$ cat config.mk
export PLATFORM = sky130hd
export DESIGN_NAME = addr_tenure_ctrl
export DESIGN_NICKNAME = d
export VERILOG_FILES = /design/src/rtl/addr_tenure_pkg.sv /design/src/rtl/atc_fsm.sv /design/src/rtl/atc_req_hold.sv /design/src/rtl/atc_addr_gen.sv /design/src/rtl/atc_drive_regs.sv /design/src/rtl/addr_tenure_ctrl.sv
export SDC_FILE = /design/constraint.sdc
export NUM_CORES = 1
export LEC_CHECK = 0
export BUFFER_PORTS_ARGS = -buffer_cell sky130_fd_sc_hd__buf_2
export CAP_MARGIN = 20
export CORE_ASPECT_RATIO = 0.9
export CORE_MARGIN = 2
export CORE_UTILIZATION = 50
export CTS_CLUSTER_SIZE = 40
export DETAILED_ROUTE_END_ITERATION = 8
export PLACE_DENSITY = 0.74
export SLEW_MARGIN = 5
export SYNTH_ARGS = -nofsm -noshare
export SYNTH_HDL_FRONTEND = slang
export SYNTH_SLANG_ARGS = --single-unit
$ cat constraint.sdc
create_clock -name clk_i -period 1.7 [get_ports clk_i]
set_input_delay 0.34 -clock clk_i [delete_from_list [all_inputs] [get_ports clk_i]]
set_output_delay 0.34 -clock clk_i [all_outputs]
set_load 0.1 [all_outputs]
$ cat src/rtl/addr_tenure_pkg.sv
package addr_tenure_pkg;
  typedef enum logic [1:0] {
    ST_IDLE = 2'd0,
    ST_REQ  = 2'd1,
    ST_OWN  = 2'd2,
    ST_REL  = 2'd3
  } atc_state_e;
endpackage

$ cat src/rtl/atc_fsm.sv
module atc_fsm
  import addr_tenure_pkg::*;
(
  input  logic clk_i,
  input  logic rst_ni,
  input  logic req_valid_i,
  input  logic abort_i,
  input  logic grant_q_i,
  input  logic aack_i,
  output logic capture_o,
  output logic take_o,
  output logic ack_o,
  output logic rel_o,
  output logic ready_o,
  output logic bus_req_o
);
  atc_state_e state_q, state_d;

  always_comb begin
    state_d = state_q;
    unique case (state_q)
      ST_IDLE: if (req_valid_i) state_d = ST_REQ;
      ST_REQ: begin
        // abort wins over a coincident grant
        if (abort_i)        state_d = ST_IDLE;
        else if (grant_q_i) state_d = ST_OWN;
      end
      ST_OWN:  if (aack_i) state_d = ST_REL;
      ST_REL:  state_d = ST_IDLE;
      default: state_d = ST_IDLE;
    endcase
  end

  always_ff @(posedge clk_i or negedge rst_ni) begin
    if (!rst_ni) state_q <= ST_IDLE;
    else         state_q <= state_d;
  end

  assign ready_o   = (state_q == ST_IDLE);
  assign bus_req_o = (state_q == ST_REQ);
  assign capture_o = ready_o && req_valid_i;
  assign take_o    = bus_req_o && grant_q_i && !abort_i;
  assign ack_o     = (state_q == ST_OWN) && aack_i;
  assign rel_o     = (state_q == ST_REL);
endmodule

$ cat src/rtl/atc_req_hold.sv
module atc_req_hold #(
  parameter int unsigned ADDR_W = 32
) (
  input  logic              clk_i,
  input  logic              rst_ni,
  input  logic              capture_i,
  input  logic [ADDR_W-1:0] addr_i,
  input  logic              burst_i,
  input  logic              write_i,
  output logic [ADDR_W-1:0] addr_o,
  output logic              burst_o,
  output logic              write_o
);
  always_ff @(posedge clk_i or negedge rst_ni) begin
    if (!rst_ni) begin
      addr_o  <= '0;
      burst_o <= 1'b0;
      write_o <= 1'b0;
    end else if (capture_i) begin
      addr_o  <= addr_i;
      burst_o <= burst_i;
      write_o <= write_i;
    end
  end
endmodule

$ cat src/rtl/atc_addr_gen.sv
module atc_addr_gen #(
  parameter int unsigned ADDR_W     = 32,
  parameter int unsigned LINE_BYTES = 32,
  parameter int unsigned BEAT_BYTES = 8
) (
  input  logic [ADDR_W-1:0] addr_i,
  input  logic              burst_i,
  input  logic              write_i,
  output logic [ADDR_W-1:0] addr_o
);
  localparam int unsigned LINE_LSB = $clog2(LINE_BYTES);
  localparam int unsigned BEAT_LSB = $clog2(BEAT_BYTES);
  localparam logic [ADDR_W-1:0] LINE_MASK = {{(ADDR_W-LINE_LSB){1'b1}}, {LINE_LSB{1'b0}}};
  localparam logic [ADDR_W-1:0] BEAT_MASK = {{(ADDR_W-BEAT_LSB){1'b1}}, {BEAT_LSB{1'b0}}};

  always_comb begin
    if (!burst_i)     addr_o = addr_i;
    else if (write_i) addr_o = addr_i & LINE_MASK;  // line start
    else              addr_o = addr_i & BEAT_MASK;  // critical double word
  end
endmodule

$ cat src/rtl/atc_drive_regs.sv
module atc_drive_regs #(
  parameter int unsigned ADDR_W = 32
) (
  input  logic              clk_i,
  input  logic              rst_ni,
  input  logic              take_i,
  input  logic              ack_i,
  input  logic              rel_i,
  input  logic [ADDR_W-1:0] addr_i,
  output logic [ADDR_W-1:0] addr_o,
  output logic              addr_oe_o,
  output logic              busy_o,
  output logic              busy_oe_o
);
  logic [ADDR_W-1:0] addr_q;

  always_ff @(posedge clk_i or negedge rst_ni) begin
    if (!rst_ni) begin
      addr_q    <= '0;
      addr_oe_o <= 1'b0;
      busy_o    <= 1'b0;
      busy_oe_o <= 1'b0;
    end else begin
      if (take_i) addr_q <= addr_i;
      if (take_i) begin
        addr_oe_o <= 1'b1;
        busy_o    <= 1'b1;
        busy_oe_o <= 1'b1;
      end else begin
        if (ack_i) begin
          addr_oe_o <= 1'b0;
          busy_o    <= 1'b0;
        end
        // busy line driven negated for one cycle before release
        if (rel_i) busy_oe_o <= 1'b0;
      end
    end
  end

  assign addr_o = addr_oe_o ? addr_q : '0;
endmodule

$ cat src/rtl/addr_tenure_ctrl.sv
module addr_tenure_ctrl #(
  parameter int unsigned ADDR_W     = 32,
  parameter int unsigned LINE_BYTES = 32,
  parameter int unsigned BEAT_BYTES = 8
) (
  input  logic              clk_i,
  input  logic              rst_ni,
  input  logic              req_valid_i,
  input  logic [ADDR_W-1:0] req_addr_i,
  input  logic              req_burst_i,
  input  logic              req_write_i,
  input  logic              abort_i,
  output logic              req_ready_o,
  output logic              done_o,
  output logic              bus_req_o,
  input  logic              grant_q_i,
  input  logic              aack_i,
  output logic              busy_o,
  output logic              busy_oe_o,
  output logic [ADDR_W-1:0] addr_o,
  output logic              addr_oe_o
);
  logic              capture, take, ack, rel;
  logic [ADDR_W-1:0] held_addr, gen_addr;
  logic              held_burst, held_write;

  atc_fsm u_fsm (
    .clk_i       (clk_i),
    .rst_ni      (rst_ni),
    .req_valid_i (req_valid_i),
    .abort_i     (abort_i),
    .grant_q_i   (grant_q_i),
    .aack_i      (aack_i),
    .capture_o   (capture),
    .take_o      (take),
    .ack_o       (ack),
    .rel_o       (rel),
    .ready_o     (req_ready_o),
    .bus_req_o   (bus_req_o)
  );

  atc_req_hold #(.ADDR_W(ADDR_W)) u_hold (
    .clk_i     (clk_i),
    .rst_ni    (rst_ni),
    .capture_i (capture),
    .addr_i    (req_addr_i),
    .burst_i   (req_burst_i),
    .write_i   (req_write_i),
    .addr_o    (held_addr),
    .burst_o   (held_burst),
    .write_o   (held_write)
  );

  atc_addr_gen #(
    .ADDR_W     (ADDR_W),
    .LINE_BYTES (LINE_BYTES),
    .BEAT_BYTES (BEAT_BYTES)
  ) u_gen (
    .addr_i  (held_addr),
    .burst_i (held_burst),
    .write_i (held_write),
    .addr_o  (gen_addr)
  );

  atc_drive_regs #(.ADDR_W(ADDR_W)) u_drive (
    .clk_i     (clk_i),
    .rst_ni    (rst_ni),
    .take_i    (take),
    .ack_i     (ack),
    .rel_i     (rel),
    .addr_i    (gen_addr),
    .addr_o    (addr_o),
    .addr_oe_o (addr_oe_o),
    .busy_o    (busy_o),
    .busy_oe_o (busy_oe_o)
  );

  assign done_o = ack;
endmodule

==> results of run 1 <==
## layer usage
| metal | vias to the layer above | global-route usage |
|---|---|---|
| met5 | - | 0 |
| met3 | 9 | 0.0670 |
| met2 | 47 | 0.330 |
| met4 | 0 | 0.0571 |
| met1 | 913 | 0.227 |
| li1 | 851 | - |
## state kept, by name, summed over array words and instances, names as in the netlist, named ones only
| signal | count |
|---|---|
| u_hold.write_o | 1 |
| u_drive.busy_oe_o | 1 |
| u_hold.burst_o | 1 |
| u_drive.addr_oe_o | 1 |
| u_fsm.state_q | 1 |
| u_drive.addr_q | 32 |
| u_hold.addr_o | 32 |
## critical path, delay by kind of cell, from the launching register on
kind	cells	cell delay, ps
buffers and inverters	2	320
flip-flops	1	520
AND/OR/NAND/NOR	1	150
## cell type report
class                      count  area share
clock inverter                 2     0.00232
tap                           70      0.0203
inverter                       2     0.00174
multi-input combinational    115       0.282
timing repair buffer          89       0.251
clock buffer                  12      0.0337
sequential                    70       0.408
## final timing paths
check / from / endpoint / slack [ps]
min reg2reg: u_drive.busy_oe_o$_DFFE_PN0P_ / u_drive.busy_oe_o$_DFFE_PN0P_ / 470
max reg2reg: register / u_drive.addr_q[7]$_DFFE_PN0P_ / 140
min: req_addr_i[29] / u_hold.addr_o[29]$_DFFE_PN0P_ / 210
max in group asynchronous: rst_ni / u_hold.addr_o[6]$_DFFE_PN0P_ / 630
max: u_drive.addr_oe_o$_DFFE_PN0P_ / addr_o[0] / 30
min in group asynchronous: rst_ni / u_drive.addr_q[19]$_DFFE_PN0P_ / 470
## Yosys cell counts, types with 2 or more instances
master | count | area, um2
dfrtp_1 | 70 | 1750
mux2_4 | 15 | 225
inv_1 | 2 | 7.51
nor2_1 | 2 | 7.51
a21o_1 | 2 | 15.0
nor2b_1 | 3 | 18.8
clkbuf_1 | 3 | 11.3
and2_1 | 32 | 200
buf_6 | 9 | 101
mux2_2 | 31 | 349
a21boi_0 | 2 | 15.0
mux2_1 | 20 | 225
## cells by family (layout without fill, tap and decap cells)
group | Yosys count | after routing
multiplexers | 67 | 67
AO/OA/AOI/OAI | 6 | 6
AND/OR/NAND/NOR | 42 | 42
buffers and inverters | 15 | 105
flip-flops | 70 | 70
## per-stage QoR
stage / hold slack (ps) / setup TNS, ps / setup slack, ps
after global routing: 202 / -139 / -12.4
after global placement: 305 / 0 / 169
after floorplan: 44.4 / -850 / -385
after detailed placement: 306 / 0 / 123
after CTS: 201 / -29.4 / -5.43
final: 214 / 0 / 30.3
## repair_timing
item,4_1_cts,5_1_grt
endpoints found under the setup margin,22,26
setup buffers,3,0
hold endpoints to repair,17,0
gates cloned,0,0
hold buffers,1,0
pin swaps,0,1
resized for setup,6,4
==> impl_metrics.sql, run 1 <==
INSERT INTO impl_metrics (metric_group, metric, value, unit) VALUES
('yosys', 'ys_warn_count', '0', ''),
('placed_design', 'placed_cell_area', '4100', 'um2'),
('cts', 'tritoncts_clock_tree', 'built', ''),
('setup_path', 'critical_path.endpoint_type', 'primary output', ''),
('yosys', 'post_synthesis_area_per_instance', '15.1', 'um2'),
('yosys', 'yosysSeqAreaShare', '0.582', ''),
('cts', 'cts-htree-levels', '3', ''),
('yosys', 'syn_nets', '240', ''),
('finish', 'mostFrequentLayoutCells', '67 x dfrtp_1, 40 x buf_2, 40 x buf_12', ''),
('cts', 'cts_made_buffers', '9', ''),
('detailed_routing', 'post_detailed_route_wirelength_per_cell', '15.7', 'um'),
('yosys', 'ys_seq_elements', '70', ''),
('timing', 'final_min_period_over_clock_period', '0.982', ''),
('finish', 'multi_input_comb_area', '1210', 'um2'),
('yosys', 'synth_flop_cell', 'dfrtp_1', ''),
('setup_path', 'worst_path_most_repeated_cell', 'buf_12', ''),
('status', 'outcome', 'finished, violations left', ''),
('timing', 'final_period_minus_worst_setup_slack', '1670', 'ps'),
('timing', 'finalMaxSlewViolations', '0', ''),
('setup_path', 'crit_path_cell_trace', 'buf_12, and2_4, buf_12', ''),
('finish', 'area_delta_synth_final', '43.0', '%'),
('yosys', 'muxShareOfSynthArea', '0.269', ''),
('die', 'die_h', '77.6', 'um'),
('timing', 'finalHoldViolCount', '0', ''),
('worst_hold_path', 'worstHoldPathCells', '2', ''),
('global_route', 'grt_max_degree', '36', ''),
('finish', 'design_area', '4310', 'um2'),
('setup_path', 'timing.reg2reg.worst_path_depth', '3', ''),
('detailed_routing', 'detail_route.wirelength', '5.66', 'mm'),
('setup_path', 'critPathLaunchType', 'register', ''),
('detailed_routing', 'met3_wirelength', '273', 'um'),
('detailed_routing', 'post_drt_via_cell_ratio', '5.06', ''),
('finish', 'drive_gt1_frac', '0.641', ''),
('cts', 'clock_tree_root_driver_cell', 'clkbuf_8', ''),
('placed_design', 'placedCellCount', '342', ''),
('finish', 'antenna_diode_count', '0', ''),
('job', 'timing.max_cap.violations', '0', ''),
('yosys', 'syn_area', '3010', 'um2'),
('setup_path', 'worst_path_max_stage_delay', '520', 'ps'),
('global_route', 'vias_in_the_first_global_route', '2014', ''),
('timing', 'worst_pin_slew', '500', 'ps'),
('global_route', 'global_route_wire_length_before_repair', '9.73', 'mm'),
('detailed_routing', 'route.detailed.drc', '6', ''),
('die', 'initial_utilization', '0.523', ''),
('finish', 'layout.nets', '327', ''),
('die', 'dieArea', '6660', 'um2'),
('placed_design', 'gp_routability_congestion', '0.718', ''),
('yosys', 'yosys.area_share.simple', '0.0931', ''),
('global_route', 'antenna_violations_before_repair', '0', ''),
('yosys', 'synth_xor_area_frac', '0', ''),
('setup_path', 'setup.worst_path.class', 'register to primary output', ''),
('cts', 'max-clock-path-buffers', '2', ''),
('die', 'core', '5760', 'um2'),
('placed_design', 'dp_hpwl', '4.14', 'mm'),
('setup_path', 'worst-path-max-fanout', '12', ''),
('die', 'rows', '26', ''),
('detailed_routing', 'first_pass_iters', '8', ''),
('detailed_routing', 'detailroute.wirelength.met2', '2.99', 'mm'),
('yosys', 'yosys.cell_types.count', '21', ''),
('status', 'violations', 'design-rule violations', ''),
('die', 'die-width', '85.8', 'um'),
('setup_path', 'crit_path_top_delay_cell', 'dfrtp_4', ''),
('setup_path', 'critical_path_required', '1360', 'ps'),
('yosys', 'synth_top_family_by_area', 'multiplexers', ''),
('global_route', 'track_usage', '0.192', ''),
('global_route', 'gr-total-overflow', '0', ''),
('detailed_routing', 'dr.max_layer_used', 'met4', ''),
('yosys', 'synth_adder_area_share', '0', ''),
('timing', 'timing.fmax', '599', 'MHz'),
('cts', 'clkSinkCount', '70', ''),
('finish', 'fill_cells', '391', '');
Power of run 1 is not shown: default switching activity piles up to over one toggle a cycle in this logic, so the estimate is an artifact.
==> run 2, diff against run 1 <==
--- a/config.mk
+++ b/config.mk
@@ -8,7 +8,6 @@
 export BUFFER_PORTS_ARGS = -buffer_cell sky130_fd_sc_hd__buf_2
 export CAP_MARGIN = 20
 export CORE_ASPECT_RATIO = 0.9
-export CORE_MARGIN = 2
 export CORE_UTILIZATION = 50
 export CTS_CLUSTER_SIZE = 40
 export DETAILED_ROUTE_END_ITERATION = 8
==> run 2 against run 1 <==
Compared with the run above:
- the flow still finishes with violations (design-rule violations)
- non-clock buffer count fell by 1
- core utilization grew 1.1 points
- sequential share of layout area shrank 0.63 points
- worst setup slack got worse by 30 ps
- final cell count rose by 0.28%
- flip-flop and latch count is the same
- register-to-register slack worse by 70 ps
==> impl_metrics.sql, run 2 (synthesis gave the netlist of run 1 again) <==
INSERT INTO impl_metrics (metric_group, metric, value, unit) VALUES
('status', 'outcome', 'finished, violations left', ''),
('status', 'violations', 'design-rule violations', ''),
('timing', 'worst_pin_slew', '500', 'ps'),
('cts', 'clkTransAtPathRegs', '70', 'ps'),
('placed_design', 'number_of_buffers_added_on_ports', '77', ''),
('setup_path', 'worst-path-max-fanout', '7', ''),
('detailed_routing', 'post_detailed_route_wirelength_per_cell', '15.6', 'um'),
('timing', 'setup-violations-final', '0', ''),
('cts', 'tritoncts_clock_tree', 'built', ''),
('finish', 'layout.nets', '326', ''),
('timing', 'relSlewSlack', '0.669', ''),
('finish', 'drive_gt1_frac', '0.643', ''),
('finish', 'largest_registers', 'u_drive.addr_q x32, u_hold.addr_o x32', ''),
('finish', 'register_area', '1760', 'um2'),
('global_route', 'grt_max_degree', '71', ''),
('finish', 'final-instance-count-excl-fill', '361', ''),
('timing', 'finalMaxSlewViolations', '0', ''),
('setup_path', 'worst_path_max_stage_delay', '520', 'ps'),
('detailed_routing', 'drtIter0Drc', '88', ''),
('placed_design', 'placedCellCount', '340', ''),
('detailed_routing', 'dr_total_vias', '1833', ''),
('setup_path', 'critical_path.endpoint_type', 'primary output', ''),
('cts', 'clkLatencyLatePin', '340', 'ps'),
('setup_path', 'critPathLaunchType', 'register', ''),
('detailed_routing', 'ant_nets', '0', ''),
('finish', 'mostFrequentLayoutCells', '68 x dfrtp_1, 42 x buf_12, 40 x buf_2', ''),
('cts', 'cts-htree-levels', '3', ''),
('timing', 'final_period_minus_worst_setup_slack', '1700', 'ps'),
('global_route', 'vias_in_the_first_global_route', '1832', ''),
('die', 'rows', '26', ''),
('timing', 'final_min_period_over_clock_period', '1.00', ''),
('timing', 'timing.fmax', '588', 'MHz'),
('finish', 'area_delta_synth_final', '45.1', '%'),
('setup_path', 'worst_ep_arrival_time', '1360', 'ps'),
('finish', 'design_area', '4370', 'um2'),
('placed_design', 'gp_routability_congestion', '0.746', ''),
('detailed_routing', 'detail_route.wirelength', '5.62', 'mm'),
('detailed_routing', 'route.detailed.drc', '10', ''),
('die', 'io_pins', '78', ''),
('setup_path', 'crit_path_cell_trace', 'buf_4, and2_4, buf_12', ''),
('timing', 'rsz0062_at_grt', 'true', ''),
('timing', 'skew', '6.46', 'ps'),
('die', 'core', '5760', 'um2'),
('global_route', 'antenna_violations_before_repair', '0', ''),
('cts', 'clock_tree_root_driver_cell', 'clkbuf_8', ''),
('global_route', 'gr-total-overflow', '0', ''),
('placed_design', 'placed_cell_area', '4080', 'um2'),
('job', 'timing.max_cap.violations', '0', ''),
('finish', 'multi_input_comb_area', '1210', 'um2'),
('global_route', 'global_route_wire_length_before_repair', '9.37', 'mm'),
('cts', 'clkSinkCount', '70', ''),
('cts', 'max-clock-path-buffers', '2', ''),
('die', 'dieArea', '6340', 'um2'),
('finish', 'fill_cells', '347', ''),
('worst_hold_path', 'worstHoldPathType', 'input port to asynchronous set/reset pin', ''),
('timing', 'finalHoldViolCount', '0', ''),
('setup_path', 'critical_path_required', '1360', 'ps'),
('finish', 'antenna_diode_count', '0', ''),
('die', 'initial_utilization', '0.523', ''),
('die', 'die_h', '75.6', 'um'),
('detailed_routing', 'post_drt_via_cell_ratio', '5.08', ''),
('cts', 'cts_made_buffers', '9', ''),
('cts', 'cts.hold.buffers_added', '0', ''),
('die', 'die-width', '83.8', 'um'),
('setup_path', 'setup.worst_path.class', 'register to primary output', ''),
('placed_design', 'dp_hpwl', '3.74', 'mm'),
('finish', 'layout.cells.most_common', 'dfrtp_1', ''),
('detailed_routing', 'first_pass_iters', '6', ''),
('setup_path', 'crit_path_top_delay_cell', 'dfrtp_4', ''),
('timing', 'final.setup.tns', '0', 'ps'),
('global_route', 'track_usage', '0.201', '');
-- run 2: final timing paths --
check,startpoint,end,slack (ps),cells past startpoint
max reg2reg,register,u_drive.addr_q[21]$_DFFE_PN0P_,70,4
max,u_drive.addr_oe_o$_DFFE_PN0P_,addr_o[30],0.2,3
max in group asynchronous,rst_ni,u_drive.addr_oe_o$_DFFE_PN0P_,1370,2
min in group clk_i,req_addr_i[23],u_hold.addr_o[23]$_DFFE_PN0P_,210,2
min,rst_ni,u_hold.addr_o[24]$_DFFE_PN0P_,6,2
min reg2reg,u_hold.addr_o[2]$_DFFE_PN0P_,u_hold.addr_o[2]$_DFFE_PN0P_,480,1
-- run 2: what timing repair did --
item,in CTS,in global routing
setup endpoints to repair,34,30
resized for setup,4,3
buffers inserted,5,0
-- run 2: routing by layer --
layer,share of wire,vias up,GRT usage
li1,-,849,-
met1,0.44,912,0.250
met2,0.48,59,0.321
met3,0.055,13,0.0813
met4,0.021,0,0.0805
met5,0,-,0
-- run 2: worst max-delay path, delay by kind of cell (launching register included) --
kind	cells	cell delay [ps]
AND/OR/NAND/NOR	1	150
buffers and inverters	2	340
flip-flops	1	520
-- run 2: area by class of cell --
class                           count  share of cell area
Sequential cell                    70               0.402
Multi-Input combinational cell    115               0.278
Timing Repair Buffer               88               0.249
Clock buffer                       10              0.0292
Tap cell                           70              0.0200
Clock inverter                      6              0.0198
Inverter                            2             0.00172
-- run 2: stage by stage --
| stage | utilization | hold WS (ps) | worst slack, ps |
|---|---|---|---|
| CTS | 0.758 | 19.6 | -17.5 |
| global route | 0.759 | 11.3 | -46.3 |
| floorplan | - | 44.4 | -385 |
| detailed placement | 0.709 | 394 | 174 |
| global placement | 0.709 | 392 | 204 |
| finish | 0.759 | 6.22 | 0.153 |
Power of run 2 is left out for the same reason.
==> run 3, diff against run 2 <==
--- a/config.mk
+++ b/config.mk
@@ -8,10 +8,10 @@
 export BUFFER_PORTS_ARGS = -buffer_cell sky130_fd_sc_hd__buf_2
 export CAP_MARGIN = 20
 export CORE_ASPECT_RATIO = 0.9
-export CORE_UTILIZATION = 50
+export CORE_UTILIZATION = 47
 export CTS_CLUSTER_SIZE = 40
 export DETAILED_ROUTE_END_ITERATION = 8
-export PLACE_DENSITY = 0.74
+export PLACE_DENSITY = 0.73
 export SLEW_MARGIN = 5
 export SYNTH_ARGS = -nofsm -noshare
 export SYNTH_HDL_FRONTEND = slang
==> constraint.sdc (replaced) <==
create_clock -name clk_i -period 1.4 [get_ports clk_i]
set_input_delay 0.28 -clock clk_i [delete_from_list [all_inputs] [get_ports clk_i]]
set_output_delay 0.28 -clock clk_i [all_outputs]
set_load 0.1 [all_outputs]
==> run 3 against run 2 <==
Compared with the run above:
- register-to-register slack got worse by 310 ps
- the flow finishes with violations (negative setup slack)
- critical path type is now register to register
- worst hold slack better by 160 ps
- via count increased by 8.9%
- core utilization grew 4.5 points
- cell area increased by 13%
- largest cell class unchanged
- critical path depth is 2 higher
- die area rose by 6.2%
==> impl_metrics.sql, run 3 (synthesis gave the netlist of run 1 again) <==
INSERT INTO impl_metrics (metric_group, metric, value, unit) VALUES
('finish', 'layout.nets', '350', ''),
('global_route', 'track_usage', '0.255', ''),
('placed_design', 'dp_hpwl', '4.23', 'mm'),
('cts', 'cts_made_buffers', '9', ''),
('setup_path', 'worst-path-max-fanout', '6', ''),
('finish', 'layout.cells.most_common', 'dfrtp_1', ''),
('cts', 'tritoncts_clock_tree', 'built', ''),
('finish', 'fill_cells', '326', ''),
('placed_design', 'number_of_buffers_added_on_ports', '77', ''),
('setup_path', 'setup.worst_path.class', 'register to register', ''),
('finish', 'area_delta_synth_final', '64.2', '%'),
('cts', 'clkLatencyLatePin', '340', 'ps'),
('timing', 'final_period_minus_worst_setup_slack', '1640', 'ps'),
('setup_path', 'crit_path_top_delay_cell', 'dfrtp_1', ''),
('cts', 'clkTransAtPathRegs', '80', 'ps'),
('finish', 'largest_registers', 'u_drive.addr_q x32, u_hold.addr_o x32', ''),
('finish', 'drive_gt1_frac', '0.739', ''),
('setup_path', 'worst_ep_arrival_time', '1860', 'ps'),
('die', 'dieArea', '6730', 'um2'),
('die', 'rows', '27', ''),
('die', 'core', '6150', 'um2'),
('die', 'io_pins', '78', ''),
('detailed_routing', 'drtIter0Drc', '85', ''),
('job', 'timing.max_cap.violations', '0', ''),
('die', 'die-width', '86.4', 'um'),
('worst_hold_path', 'worstHoldPathType', 'input port to register', ''),
('timing', 'worst_pin_slew', '269', 'ps'),
('global_route', 'vias_in_the_first_global_route', '2265', ''),
('global_route', 'global_route_wire_length_before_repair', '12.4', 'mm'),
('global_route', 'gr-total-overflow', '0', ''),
('timing', 'rsz0062_at_grt', 'true', ''),
('timing', 'final_min_period_over_clock_period', '1.17', ''),
('timing', 'skew', '11.1', 'ps'),
('setup_path', 'timing.critical_path.buf_inv', '3', ''),
('detailed_routing', 'route.detailed.drc', '0', ''),
('timing', 'timing.fmax', '609', 'MHz'),
('timing', 'finalHoldViolCount', '0', ''),
('detailed_routing', 'first_pass_iters', '4', ''),
('status', 'outcome', 'finished, violations left', ''),
('setup_path', 'critical_path.endpoint_type', 'register', ''),
('timing', 'setup-violations-final', '105', ''),
('global_route', 'grt_max_degree', '52', ''),
('setup_path', 'crit_path_cell_trace', 'buf_6, and4bb_4, buf_4, buf_16, mux2_4', ''),
('cts', 'clkSinkCount', '70', ''),
('placed_design', 'gp_routability_congestion', '0.718', ''),
('status', 'violations', 'negative setup slack', ''),
('timing', 'finalMaxSlewViolations', '0', ''),
('setup_path', 'worst_path_max_stage_delay', '410', 'ps'),
('finish', 'antenna_diode_count', '0', ''),
('detailed_routing', 'post_drt_via_cell_ratio', '4.98', ''),
('detailed_routing', 'detail_route.wirelength', '7.55', 'mm'),
('detailed_routing', 'dr.max_layer_used', 'met4', ''),
('setup_path', 'path_delay_family', 'buffers and inverters', ''),
('detailed_routing', 'routedLengthMet1', '3.26', 'mm'),
('cts', 'max-clock-path-buffers', '2', ''),
('die', 'die_h', '77.9', 'um'),
('cts', 'cts-htree-levels', '3', ''),
('timing', 'relSlewSlack', '0.819', ''),
('cts', 'clock_tree_root_driver_cell', 'clkbuf_8', ''),
('setup_path', 'critPathLaunchType', 'register', ''),
('detailed_routing', 'detailroute.wirelength.met2', '3.87', 'mm'),
('setup_path', 'critical_path_required', '1620', 'ps'),
('finish', 'finalCoreUtilization', '0.804', ''),
('detailed_routing', 'met3_wirelength', '329', 'um'),
('global_route', 'antenna_violations_before_repair', '0', ''),
('detailed_routing', 'dr_total_vias', '1996', ''),
('die', 'initial_utilization', '0.490', ''),
('detailed_routing', 'post_detailed_route_wirelength_per_cell', '18.8', 'um'),
('detailed_routing', 'ant_nets', '0', ''),
('finish', 'mostFrequentLayoutCells', '69 x dfrtp_1, 66 x mux2_4, 45 x buf_12', ''),
('timing', 'setup_slack', '-242', 'ps');
run 3: area by class of cell:
type                       instances  area (um2)  share of cell area
sequential                        70        1760               0.355
inverter                           2        10.0             0.00202
multi-input combinational        115        1430               0.289
tap                               87         109              0.0220
clock buffer                      15         196              0.0397
timing repair buffer             112        1440               0.292
run 3: final timing paths:
| path | end | slack, ps | from | cells past startpoint |
|---|---|---|---|---|
| max | u_drive.addr_q[9]$_DFFE_PN0P_ | -240 | register | 5 |
| min | u_hold.addr_o[0]$_DFFE_PN0P_ | 160 | req_addr_i[0] | 2 |
| max reg2reg | u_drive.addr_q[9]$_DFFE_PN0P_ | -240 | register | 5 |
| min reg2reg | u_drive.addr_q[22]$_DFFE_PN0P_ | 510 | u_hold.addr_o[22]$_DFFE_PN0P_ | 1 |
| max in group asynchronous | u_drive.addr_q[19]$_DFFE_PN0P_ | 490 | rst_ni | 3 |
| min in group asynchronous | u_drive.addr_oe_o$_DFFE_PN0P_ | 360 | rst_ni | 2 |
run 3: per-stage QoR:
stage	instance area (um2)	hold slack [ps]	instances	setup slack [ps]	TNS (ps)
after floorplan	3280	-15.6	200	-184	-10080
after global placement	4310	175	361	-117	-2350
after detailed placement	4310	183	361	-128	-3890
after CTS	5000	155	403	-238	-17480
after global routing	4940	152	401	-276	-22000
final	4940	163	401	-242	-18230
run 3: what timing repair did:
action                                 4_1_cts  5_1_grt
gates resized for setup                     41       10
gates cloned                                 7        0
setup endpoints to repair                  101      106
buffers inserted                            19        4
hold buffers                                 1        0
endpoints found under the hold margin       19        0
pin swaps                                    4        2
run 3: per-layer routing:
metal | track usage | vias to the layer above
li1 | - | 901
met4 | 0.0783 | 0
met2 | 0.430 | 69
met3 | 0.0585 | 11
met1 | 0.327 | 1015
met5 | 0 | -
Power of run 3 is left out for the same reason.
